<file path="src/rtl/dio_port_pkg.sv">
package dio_port_pkg;

    localparam logic [1:0] SRC_NONE  = 2'd0;
    localparam logic [1:0] SRC_FP    = 2'd1;
    localparam logic [1:0] SRC_RELAY = 2'd2;

    localparam int CTRL_W = 9;

    typedef struct packed {
        logic       data_inv;
        logic       in_fall;
        logic [1:0] in_src;
        logic       latched;
        logic       out_fall;
        logic [1:0] out_src;
        logic       dir_out;
    } ctrl_t;

endpackage

</file>
<file path="src/rtl/dio_sync.sv">
module dio_sync #(
    parameter int W      = 1,
    parameter int STAGES = 2
) (
    input  logic         clk,
    input  logic         rst_n,
    input  logic [W-1:0] async_i,
    output logic [W-1:0] sync_o
);
    logic [W-1:0] stage_q [STAGES];
    logic [W-1:0] stage_d [STAGES];

    always_comb begin
        stage_d[0] = async_i;
        for (int i = 1; i < STAGES; i++) begin
            stage_d[i] = stage_q[i-1];
        end
    end

    generate
        for (genvar g = 0; g < STAGES; g++) begin : g_stage
            always_ff @(posedge clk or negedge rst_n) begin
                if (!rst_n) stage_q[g] <= '0;
                else        stage_q[g] <= stage_d[g];
            end
        end
    endgenerate

    assign sync_o = stage_q[STAGES-1];
endmodule

</file>
<file path="src/rtl/dio_evt_sel.sv">
module dio_evt_sel
    import dio_port_pkg::*;
(
    input  logic       clk,
    input  logic       rst_n,
    input  logic [1:0] src_sel,
    input  logic       fall,
    input  logic       fp_lvl,
    input  logic       relay_lvl,
    output logic       evt
);
    logic lvl, prev_d, prev_q;

    always_comb begin
        case (src_sel)
            SRC_FP:    lvl = fp_lvl;
            SRC_RELAY: lvl = relay_lvl;
            default:   lvl = 1'b0;
        endcase
        prev_d = lvl;
        evt    = fall ? (prev_q & ~lvl) : (lvl & ~prev_q);
    end

    always_ff @(posedge clk or negedge rst_n) begin
        if (!rst_n) prev_q <= 1'b0;
        else        prev_q <= prev_d;
    end

    // a source outside {front panel, relay} never produces an event
    p_idle_src_r4: assert property (@(posedge clk) disable iff (!rst_n)
        (src_sel == SRC_NONE || src_sel == 2'd3) |-> !evt);
endmodule

</file>
<file path="src/rtl/dio_port.sv">
module dio_port
    import dio_port_pkg::*;
#(
    parameter int WIDTH       = 8,
    parameter int HOST_W      = 16,
    parameter int SYNC_STAGES = 2
) (
    input  logic              clk,
    input  logic              rst_n,
    input  logic              soft_rst,
    input  logic              host_wr,
    input  logic              host_addr,
    input  logic [HOST_W-1:0] host_wdata,
    output logic [HOST_W-1:0] host_rdata,
    input  logic              relay_wr_evt,
    input  logic              fp_clk,
    input  logic              dir_pin,
    input  logic [WIDTH-1:0]  pin_in,
    output logic [WIDTH-1:0]  pin_out,
    output logic              pin_oe
);
    localparam int PAD_W = HOST_W - WIDTH;

    typedef struct packed {
        ctrl_t            ctrl;
        logic [WIDTH-1:0] hold;
        logic [WIDTH-1:0] obuf;
        logic [WIDTH-1:0] ibuf;
    } state_t;

    state_t st_d, st_q;

    logic             fp_s, dir_s;
    logic [WIDTH-1:0] pin_s;
    logic             out_evt, in_evt;
    logic [WIDTH-1:0] inv_mask;

    dio_sync #(.W(1), .STAGES(SYNC_STAGES)) u_fp_sync (
        .clk(clk), .rst_n(rst_n), .async_i(fp_clk), .sync_o(fp_s));
    dio_sync #(.W(1), .STAGES(SYNC_STAGES)) u_dir_sync (
        .clk(clk), .rst_n(rst_n), .async_i(dir_pin), .sync_o(dir_s));
    dio_sync #(.W(WIDTH), .STAGES(SYNC_STAGES)) u_pin_sync (
        .clk(clk), .rst_n(rst_n), .async_i(pin_in), .sync_o(pin_s));

    dio_evt_sel u_out_evt (
        .clk(clk), .rst_n(rst_n), .src_sel(st_q.ctrl.out_src),
        .fall(st_q.ctrl.out_fall), .fp_lvl(fp_s), .relay_lvl(relay_wr_evt),
        .evt(out_evt));
    dio_evt_sel u_in_evt (
        .clk(clk), .rst_n(rst_n), .src_sel(st_q.ctrl.in_src),
        .fall(st_q.ctrl.in_fall), .fp_lvl(fp_s), .relay_lvl(relay_wr_evt),
        .evt(in_evt));

    always_comb begin
        inv_mask = {WIDTH{st_q.ctrl.data_inv}};
        pin_oe   = st_q.ctrl.dir_out | dir_s;
        pin_out  = (st_q.ctrl.latched ? st_q.obuf : st_q.hold) ^ inv_mask;

        if (host_addr) begin
            host_rdata = {{(HOST_W-CTRL_W){1'b0}}, st_q.ctrl};
        end else if (pin_oe) begin
            host_rdata = {{PAD_W{1'b0}}, st_q.hold};
        end else begin
            host_rdata = {{PAD_W{1'b0}}, st_q.ibuf ^ inv_mask};
        end
    end

    always_comb begin
        st_d = st_q;
        if (soft_rst) begin
            st_d.ctrl = '0;
            st_d.hold = '1;
            st_d.obuf = '1;
            st_d.ibuf = '0;
        end else begin
            if (host_wr && !host_addr) st_d.hold = host_wdata[WIDTH-1:0];
            if (host_wr &&  host_addr) st_d.ctrl = ctrl_t'(host_wdata[CTRL_W-1:0]);
            if (!st_q.ctrl.latched || out_evt) st_d.obuf = st_q.hold;
            if (in_evt && !pin_oe) st_d.ibuf = pin_s;
        end
    end

    always_ff @(posedge clk or negedge rst_n) begin
        if (!rst_n) begin
            st_q.ctrl <= '0;
            st_q.hold <= '1;
            st_q.obuf <= '1;
            st_q.ibuf <= '0;
        end else begin
            st_q <= st_d;
        end
    end

    // transparent write shows on the pins one cycle later
    p_transparent_r2: assert property (@(posedge clk) disable iff (!rst_n)
        (host_wr && !host_addr && !soft_rst && !st_q.ctrl.latched)
        |=> pin_out == ($past(host_wdata[WIDTH-1:0]) ^ {WIDTH{st_q.ctrl.data_inv}}));

    // latched output buffer holds without an event
    p_latched_hold_r3: assert property (@(posedge clk) disable iff (!rst_n)
        (st_q.ctrl.latched && !out_evt && !soft_rst) |=> $stable(st_q.obuf));

    // software direction bit always enables the drivers
    p_dir_or_r6: assert property (@(posedge clk) disable iff (!rst_n)
        st_q.ctrl.dir_out |-> pin_oe);

    // input buffer only changes on a capture event
    p_in_hold_r7: assert property (@(posedge clk) disable iff (!rst_n)
        (!(in_evt && !pin_oe) && !soft_rst) |=> $stable(st_q.ibuf));

    // soft reset clears the control register
    p_soft_rst_r9: assert property (@(posedge clk) disable iff (!rst_n)
        soft_rst |=> (host_addr || host_rdata[CTRL_W-1:0] == '0) && st_q.ctrl == '0);
endmodule

</file>
<file path="config.mk">
export PLATFORM = sky130hd
export DESIGN_NAME = dio_port
export DESIGN_NICKNAME = d
export VERILOG_FILES = /design/src/rtl/dio_port_pkg.sv /design/src/rtl/dio_sync.sv /design/src/rtl/dio_evt_sel.sv /design/src/rtl/dio_port.sv
export SDC_FILE = /design/constraint.sdc
export NUM_CORES = 1
export LEC_CHECK = 0
export ABC_AREA = 1
export ABC_CLOCK_PERIOD_IN_PS = 1600
export CAP_MARGIN = 15
export CORE_MARGIN = 2
export CORE_UTILIZATION = 44
export CTS_CLUSTER_SIZE = 20
export DETAILED_ROUTE_END_ITERATION = 8
export PLACE_DENSITY = 0.7
export SYNTH_ARGS = -nofsm -noshare
export SYNTH_HDL_FRONTEND = slang
export SYNTH_SLANG_ARGS = --single-unit
export TNS_END_PERCENT = 100
</file>
<file path="constraint.sdc">
create_clock -name clk -period 1.6 [get_ports clk]
set_clock_uncertainty 0.05 [all_clocks]
set_input_delay 0.32 -clock clk [delete_from_list [all_inputs] [get_ports clk]]
set_output_delay 0.32 -clock clk [all_outputs]
set_load 0.005 [all_outputs]
</file>
==> impl_metrics.py, run 1 <==
metrics = {
    "min_path": {
        "hp-class": "register to register",
    },
    "yosys": {
        "avgSynthCellArea_sq_um": 9.22,
        "ys_ff_latch": 55,
        "synth_cell_types": 25,
        "synth_top_family_by_area": "simple AND/OR/NAND/NOR gates",
        "synth_xor_area_share_pct": 5.31,
        "synth-seq-area-share_pct": 52.9,
        "synth_warnings": 0,
        "netlist_area_sq_um": 2640,
        "yosysTopAreaCell": "dfrtp_1",
        "synth_area_leaders": "dfrtp_1, dfstp_2, o21ai_0",
        "yosys.area_share.simple_pct": 18.7,
        "syn_inst": 286,
        "yosys.area.top_type_share_pct": 37.0,
        "synth_fa_ha_area_share_pct": 1.90,
        "synth_compound_area_share_pct": 10.8,
        "yosys-mux-area-fraction_pct": 0,
    },
    "critical_path": {
        "cp.arrival_ps": 1620,
        "startpoint_type": "register",
        "worst-setup-path-type": "register to output pin",
        "worstSetupEndpointType": "output pin",
        "cp_slowest_cell": "dfrtp_1",
        "crit_required_ps": 1230,
        "max_stage_delay_ps": 440,
        "path_cells": "nor2_4 > clkinvlp_4 > a21oi_2 > o21ai_1 > o21ai_0 > buf_2",
        "critPathMaxFanout": 7,
    },
    "routing": {
        "vias": 2162,
        "route.detailed.drc": 0,
        "dr.pass1.iters": 4,
        "avgRoutedWirePerCell_microns": 13.6,
        "ant_nets": 0,
        "first_iter_violations": 129,
        "wirelength_mm": 5.90,
        "vias_per_cell": 4.98,
    },
    "floorplanning": {
        "die-width_microns": 81.4,
        "ios": 57,
        "die_h_microns": 81.4,
        "core_area_sq_um": 5850,
        "initial_core_util_pct": 45.1,
        "row_count": 28,
        "die_area_sq_um": 6630,
    },
    "clock_tree": {
        "cts_root_buf": "clkbuf_8",
        "clkTransAtPathRegs_ps": 100,
        "cts_buffers": 5,
        "htree_levels": 2,
        "cts_tree": "built",
        "clk_latency_ps": 310,
        "cts_sinks": 55,
        "clockBufferDepth": 2,
    },
    "timing": {
        "hold_viol": 0,
        "rsz0062_at_grt": "yes",
        "slew_violations": 0,
        "holdWs_ps": 304,
        "period_needed_ps": 1990,
        "setup_viol": 16,
        "setup_ws_ps": -393,
        "max_freq_mhz": 502,
        "fin_crit_sh_pct": 125,
    },
    "layout": {
        "drive_above_1_share_pct": 34.0,
        "area_growth_pct": 32.6,
        "layout_commonest_cell": "nand2_1",
        "mostFrequentLayoutCells": "nand2_1, dfrtp_1, o21ai_0",
        "fin_area_sq_um": 3500,
        "antennaDiodeCount": 0,
        "instances_no_fill": 434,
        "nNetsFinal": 394,
    },
    "outcome": {
        "violations": "setup timing",
        "outcome": "complete, but fails checks",
    },
    "power_and_ir_drop": {
        "vdd.ir_drop.worst_mv": 0.728,
        "fin_total_pwr_mw": 3.04,
        "cellLeakagePower_nw": 1.70,
        "p_per_area_nw_per_um2": 869,
    },
    "grt": {
        "antenna_found_initial": 0,
        "grt_pass1_wl_mm": 9.47,
        "grt.overflow.total": 0,
        "grt_pass1_vias": 2042,
        "gr-usage-all-layers_pct": 18.7,
        "grt_max_degree": 25,
    },
    "placed_design": {
        "dpl.hpwl_mm": 4.26,
        "dpl_cell_area_sq_um": 3250,
        "place_congestion": 0.842,
        "dp.cells": 416,
        "port_buffers": 42,
    },
    "job": {
        "max_cap_violations": 0,
    },
}
-- registers in the layout, indices dropped and copies added, names as in the netlist --
name and flops:
inv_mask 1, st_q 32, u_dir_sync.stage_d 1, u_dir_sync.sync_o 1
u_fp_sync.stage_d 1, u_fp_sync.sync_o 1, u_in_evt.prev_q 1, u_out_evt.prev_q 1
u_pin_sync.stage_d 8, u_pin_sync.sync_o 8
-- worst max-delay path: cells and delay by family, from the launching register on --
family	cells	cell delay [ps]
buffers and inverters	2	390
and+or+nand+nor	1	170
AOI/OAI and AO/OA	3	330
DFF	1	440
-- final timing paths --
| path | startpoint | to | slack (ps) | cells after the start |
|---|---|---|---|---|
| max | st_q[24] | host_rdata[4] | -390 | 6 |
| min | u_pin_sync.stage_d[3] | u_pin_sync.sync_o[3] | 300 | 0 |
| max reg2reg | st_q[29] | st_q[1] | 120 | 8 |
| min reg2reg | u_pin_sync.stage_d[3] | u_pin_sync.sync_o[3] | 300 | 0 |
| max in group asynchronous | rst_n | st_q[13] | 510 | 3 |
| min in group asynchronous | rst_n | st_q[27] | 400 | 2 |
-- cell usage after synthesis (all sizes together) --
master and instances:
nand2 48, o21ai 48, dfrtp 39, inv 35, nand3 31, buf 17, dfstp 16, xor2 16
nor2 13, a21oi 9, nand4 8, ha 4, clkbuf 1, conb 1
-- report_power, final --
part           total (mW)  leakage (nW)  internal (mW)  switching (mW)
clock               0.766        0.0466          0.315           0.451
sequential           1.57         0.655           1.51          0.0568
combinational       0.704         0.999          0.321           0.382
total                3.04          1.70           2.15           0.890
-- per-stage QoR --
stage	setup TNS, ps	setup slack, ps	utilization [%]
6_report	-3450	-393	59.8
4_1_cts	-3610	-365	57.6
3_3_place_gp	-8000	-606	55.5
2_1_floorplan	0	256	-
5_1_grt	-4610	-457	59.8
3_5_place_dp	-8680	-631	55.5
-- routing by layer --
layer / global-route usage [%] / vias up / routed length, microns / part of all wire, %
li1: - / 1069 / - / -
met3: 2.97 / 4 / 303 / 5.1
met5: 0 / - / 0 / 0
met1: 22.6 / 1022 / 2380 / 40
met4: 5.59 / 0 / 46 / 0.78
met2: 34.2 / 67 / 3180 / 54
-- cell type report --
class / count / area (sq um)
well taps: 75 / 93.8
repair buffers: 76 / 637
flip-flops and latches: 55 / 1400
clock buffers: 5 / 68.8
fillers: 504 / 2350
repair inverters: 1 / 7.51
clock inverters: 3 / 21.3
inverters: 35 / 136
multi-input cells: 184 / 1130
-- cell families after synthesis --
| kind of cell | Yosys count |
|---|---|
| flops | 55 |
| buf+inv | 53 |
| other cells | 1 |
| compound gates | 57 |
| xor+xnor | 16 |
| simple gates | 100 |
| fa+ha+maj | 4 |
-- timing repair --
item,CTS,global route
pin swaps,18,14
buffers inserted,4,4
gates cloned,1,0
hold endpoints to repair,6,0
endpoints found under the setup margin,18,33
hold buffers,1,0
gates resized for setup,110,29
(Power assumes the default switching activity.)
==> run 2, diff against run 1 <==
HOLD_SLACK_MARGIN = 0.03   (was unset)
==> results of run 2 <==
The final DEF is identical to that of run 1; final timing and power are the same.
==> run 3, diff against run 2 <==
CORE_UTILIZATION = 47   (was 44)
PLACE_DENSITY = 0.73   (was 0.7)
SYNTH_HIERARCHICAL = 1   (was unset)
==> run 3 against run 2 <==
  * The run still ends with setup timing left
  * Sequential share of layout area is 4.6 points lower
  * Non-clock buffer count is 22 higher
  * Die area is 1.6% lower
  * Via count is 21% higher
  * Combinational power is 7.0% lower
  * Worst hold slack better by 4.5 ps
  * Total power is 4.5% higher
  * Critical path type unchanged
  * Critical endpoint unchanged
  * Largest cell class unchanged
  * Largest power group unchanged
==> impl_metrics.py, run 3 <==
metrics = {
    "outcome": {
        "outcome": "complete, but fails checks",
        "violations": "setup timing",
    },
    "yosys": {
        "postSynth.asyncResetShare_pct": 100,
        "synth_cell_types": 22,
        "synth_area_leaders": "dfrtp_1, nand2_1, dfstp_2",
        "ys_ff_latch": 55,
        "synthTopCellsByCount": "nand2_1, inv_1, dfrtp_1, o21ai_0, nand3_1",
        "yosys.cell_count.top_type": "nand2_1",
        "synth-edff-count": 0,
        "ys.flop_type": "dfrtp_1",
        "syn_inst": 349,
        "synth_warnings": 6,
        "avgSynthCellArea_sq_um": 7.93,
        "yosysTopAreaCell": "dfrtp_1",
        "netlist_area_sq_um": 2770,
        "synth-seq-area-share_pct": 50.4,
        "yosys.area.top_type_share_pct": 35.2,
    },
    "min_path": {
        "hp-start": "u_pin_sync/stage_d[3]",
        "hold_depth": 0,
        "hp-class": "register to register",
        "min_to": "u_pin_sync/sync_o[3]",
    },
    "timing": {
        "period_needed_ps": 1900,
        "fin_crit_sh_pct": 119,
        "hold_viol": 0,
        "setup_viol": 17,
        "max_freq_mhz": 527,
        "slew_violations": 0,
        "rsz0062_at_grt": "yes",
        "setup_ws_ps": -297,
    },
    "layout": {
        "nNetsFinal": 476,
        "drive_above_1_share_pct": 33.3,
        "antennaDiodeCount": 0,
        "largest_register": "st_q",
        "largest_reg_flops": 32,
        "layout_commonest_cell": "nand2_1",
        "instances_no_fill": 513,
        "fillCellCount": 428,
        "area_growth_pct": 42.7,
        "mostFrequentLayoutCells": "nand2_1, inv_1, dfrtp_1",
    },
    "power_and_ir_drop": {
        "p_int_mw": 2.30,
        "fin_total_pwr_mw": 3.17,
        "p_per_area_nw_per_um2": 804,
        "pwr-share-comb_pct": 20.6,
        "power_switching_uw": 875,
        "pwr-share-clk_pct": 30.8,
        "vdd.ir_drop.worst_mv": 0.631,
        "seqPwrFrac_pct": 48.6,
        "sw_frac_of_total_pct": 27.6,
        "cellLeakagePower_nw": 2.09,
    },
    "routing": {
        "avgRoutedWirePerCell_microns": 14.2,
        "first_iter_violations": 128,
        "ant_nets": 0,
        "wirelength_mm": 7.27,
        "route.detailed.drc": 0,
        "vias_per_cell": 5.11,
        "dr.pass1.iters": 4,
        "vias": 2621,
    },
    "placed_design": {
        "dpl.hpwl_mm": 4.53,
        "pre_cts_slack_ps": -452,
        "dp.cells": 477,
        "port_buffers": 42,
        "place_congestion": 0.881,
    },
    "clock_tree": {
        "cts_buffers": 5,
        "cts_root_buf": "clkbuf_8",
        "clkTransAtPathRegs_ps": 110,
        "clk_latency_ps": 320,
        "htree_levels": 2,
        "cts_sinks": 55,
        "clockBufferDepth": 2,
        "cts_tree": "built",
    },
    "critical_path": {
        "critPathMaxFanout": 3,
        "crit_required_ps": 1230,
        "worstReg2RegEnd": "st_q[7]",
        "worstSetupEndpointType": "output pin",
        "r2r_setup_slack_ps": 60,
        "cp.arrival_ps": 1530,
        "r2r_cells": 9,
        "startpoint_type": "register",
        "regToRegStartpoint": "st_q[30]",
        "worst-setup-path-type": "register to output pin",
    },
    "grt": {
        "grt.overflow.total": 0,
        "grt_pass1_vias": 2651,
        "grt_max_degree": 56,
        "antenna_found_initial": 0,
        "gr-usage-all-layers_pct": 23.6,
        "grt_pass1_wl_mm": 11.6,
    },
    "floorplanning": {
        "initial_core_util_pct": 49.4,
        "die_area_sq_um": 6520,
        "die-width_microns": 80.8,
        "ios": 57,
        "core_area_sq_um": 5610,
        "row_count": 27,
        "die_h_microns": 80.8,
    },
    "job": {
        "max_cap_violations": 0,
    },
}
==> run 3: cell count changes after synthesis, sizes merged, moves of 3 or more <==
cell    previous run  this run
a21oi              9         1
buf               17        21
nor2              13        21
o211ai             0         8
nand3             31        28
inv               35        47
xor2              16         0
o21ai             48        40
nand2             48       122
nand4              8         0
==> run 3: area by class of cell <==
type / instances / area, sq um / share of cell area (%)
tap: 72 / 90.1 / 2.28
sequential: 55 / 1400 / 35.4
timing repair buffer: 98 / 928 / 23.5
inverter: 47 / 184 / 4.66
clock buffer: 5 / 68.8 / 1.74
multi-input combinational: 233 / 1230 / 31.1
clock inverter: 3 / 50.0 / 1.27
==> run 3: through the flow <==
step	hold WS (ps)	setup TNS, ps	cell area [sq um]	utilization (%)
CTS	310	-4040	3850	68.7
finish	308	-3250	3950	70.4
detailed placement	285	-8030	3420	60.9
floorplan	-25.6	0	2790	-
global route	317	-4320	3950	70.4
global placement	282	-6910	3420	60.9
==> run 3: timing repair <==
item,4_1_cts,5_1_grt
setup endpoints to repair,24,34
hold buffers,1,0
gates cloned,5,1
pin swaps,20,24
setup buffers,23,4
hold endpoints to repair,39,0
resized for setup,113,44
==> run 3: power groups by stage <==
| stage | sequential [mW] | clock, mW | combinational, mW |
|---|---|---|---|
| CTS | 1.53 | 0.987 | 0.621 |
| global route | 1.55 | 1.06 | 0.719 |
| floorplan | 1.54 | 0 | 0.262 |
| global placement | 1.55 | 0 | 0.536 |
| detailed placement | 1.56 | 0 | 0.547 |
| finish | 1.54 | 0.977 | 0.655 |
==> run 3: worst max-delay path by stage <==
stage / startpoint / end / slack (ps) / cells past startpoint
after floorplan: st_q[25] / st_q[10] / 120 / 9
after global placement: host_addr / host_rdata[2] / -420 / 6
after detailed placement: host_addr / host_rdata[2] / -450 / 6
after CTS: st_q[24] / host_rdata[7] / -320 / 9
after global routing: u_dir_sync/sync_o / host_rdata[7] / -380 / 9
final: st_q[24] / host_rdata[4] / -300 / 8
==> run 3: cells by family after synthesis <==
group                    count (synthesis)  synth area share, %
flip-flops                              55                 50.4
other                                    1                0.135
AO/OA/AOI/OAI                           49                 9.58
buffers and inverters                   68                 11.3
AND/OR/NAND/NOR                        172                 26.8
adder cells (fa/ha/maj)                  4                 1.81
==> run 3: worst max-delay path: stages (launching register included) <==
cell,delay (ps)
dfrtp_1,440
nor2_4,140
buf_6,130
buf_4,110
buf_4,100
nand3_2,70
nand2_1,60
nand2_1,50
buf_2,120
==> run 3: routing by layer <==
| metal | track usage, % | wire, microns |
|---|---|---|
| met4 | 13.7 | 200 |
| met1 | 28.8 | 3000 |
| met5 | 0 | 0 |
| met3 | 3.78 | 336 |
| met2 | 39.7 | 3740 |
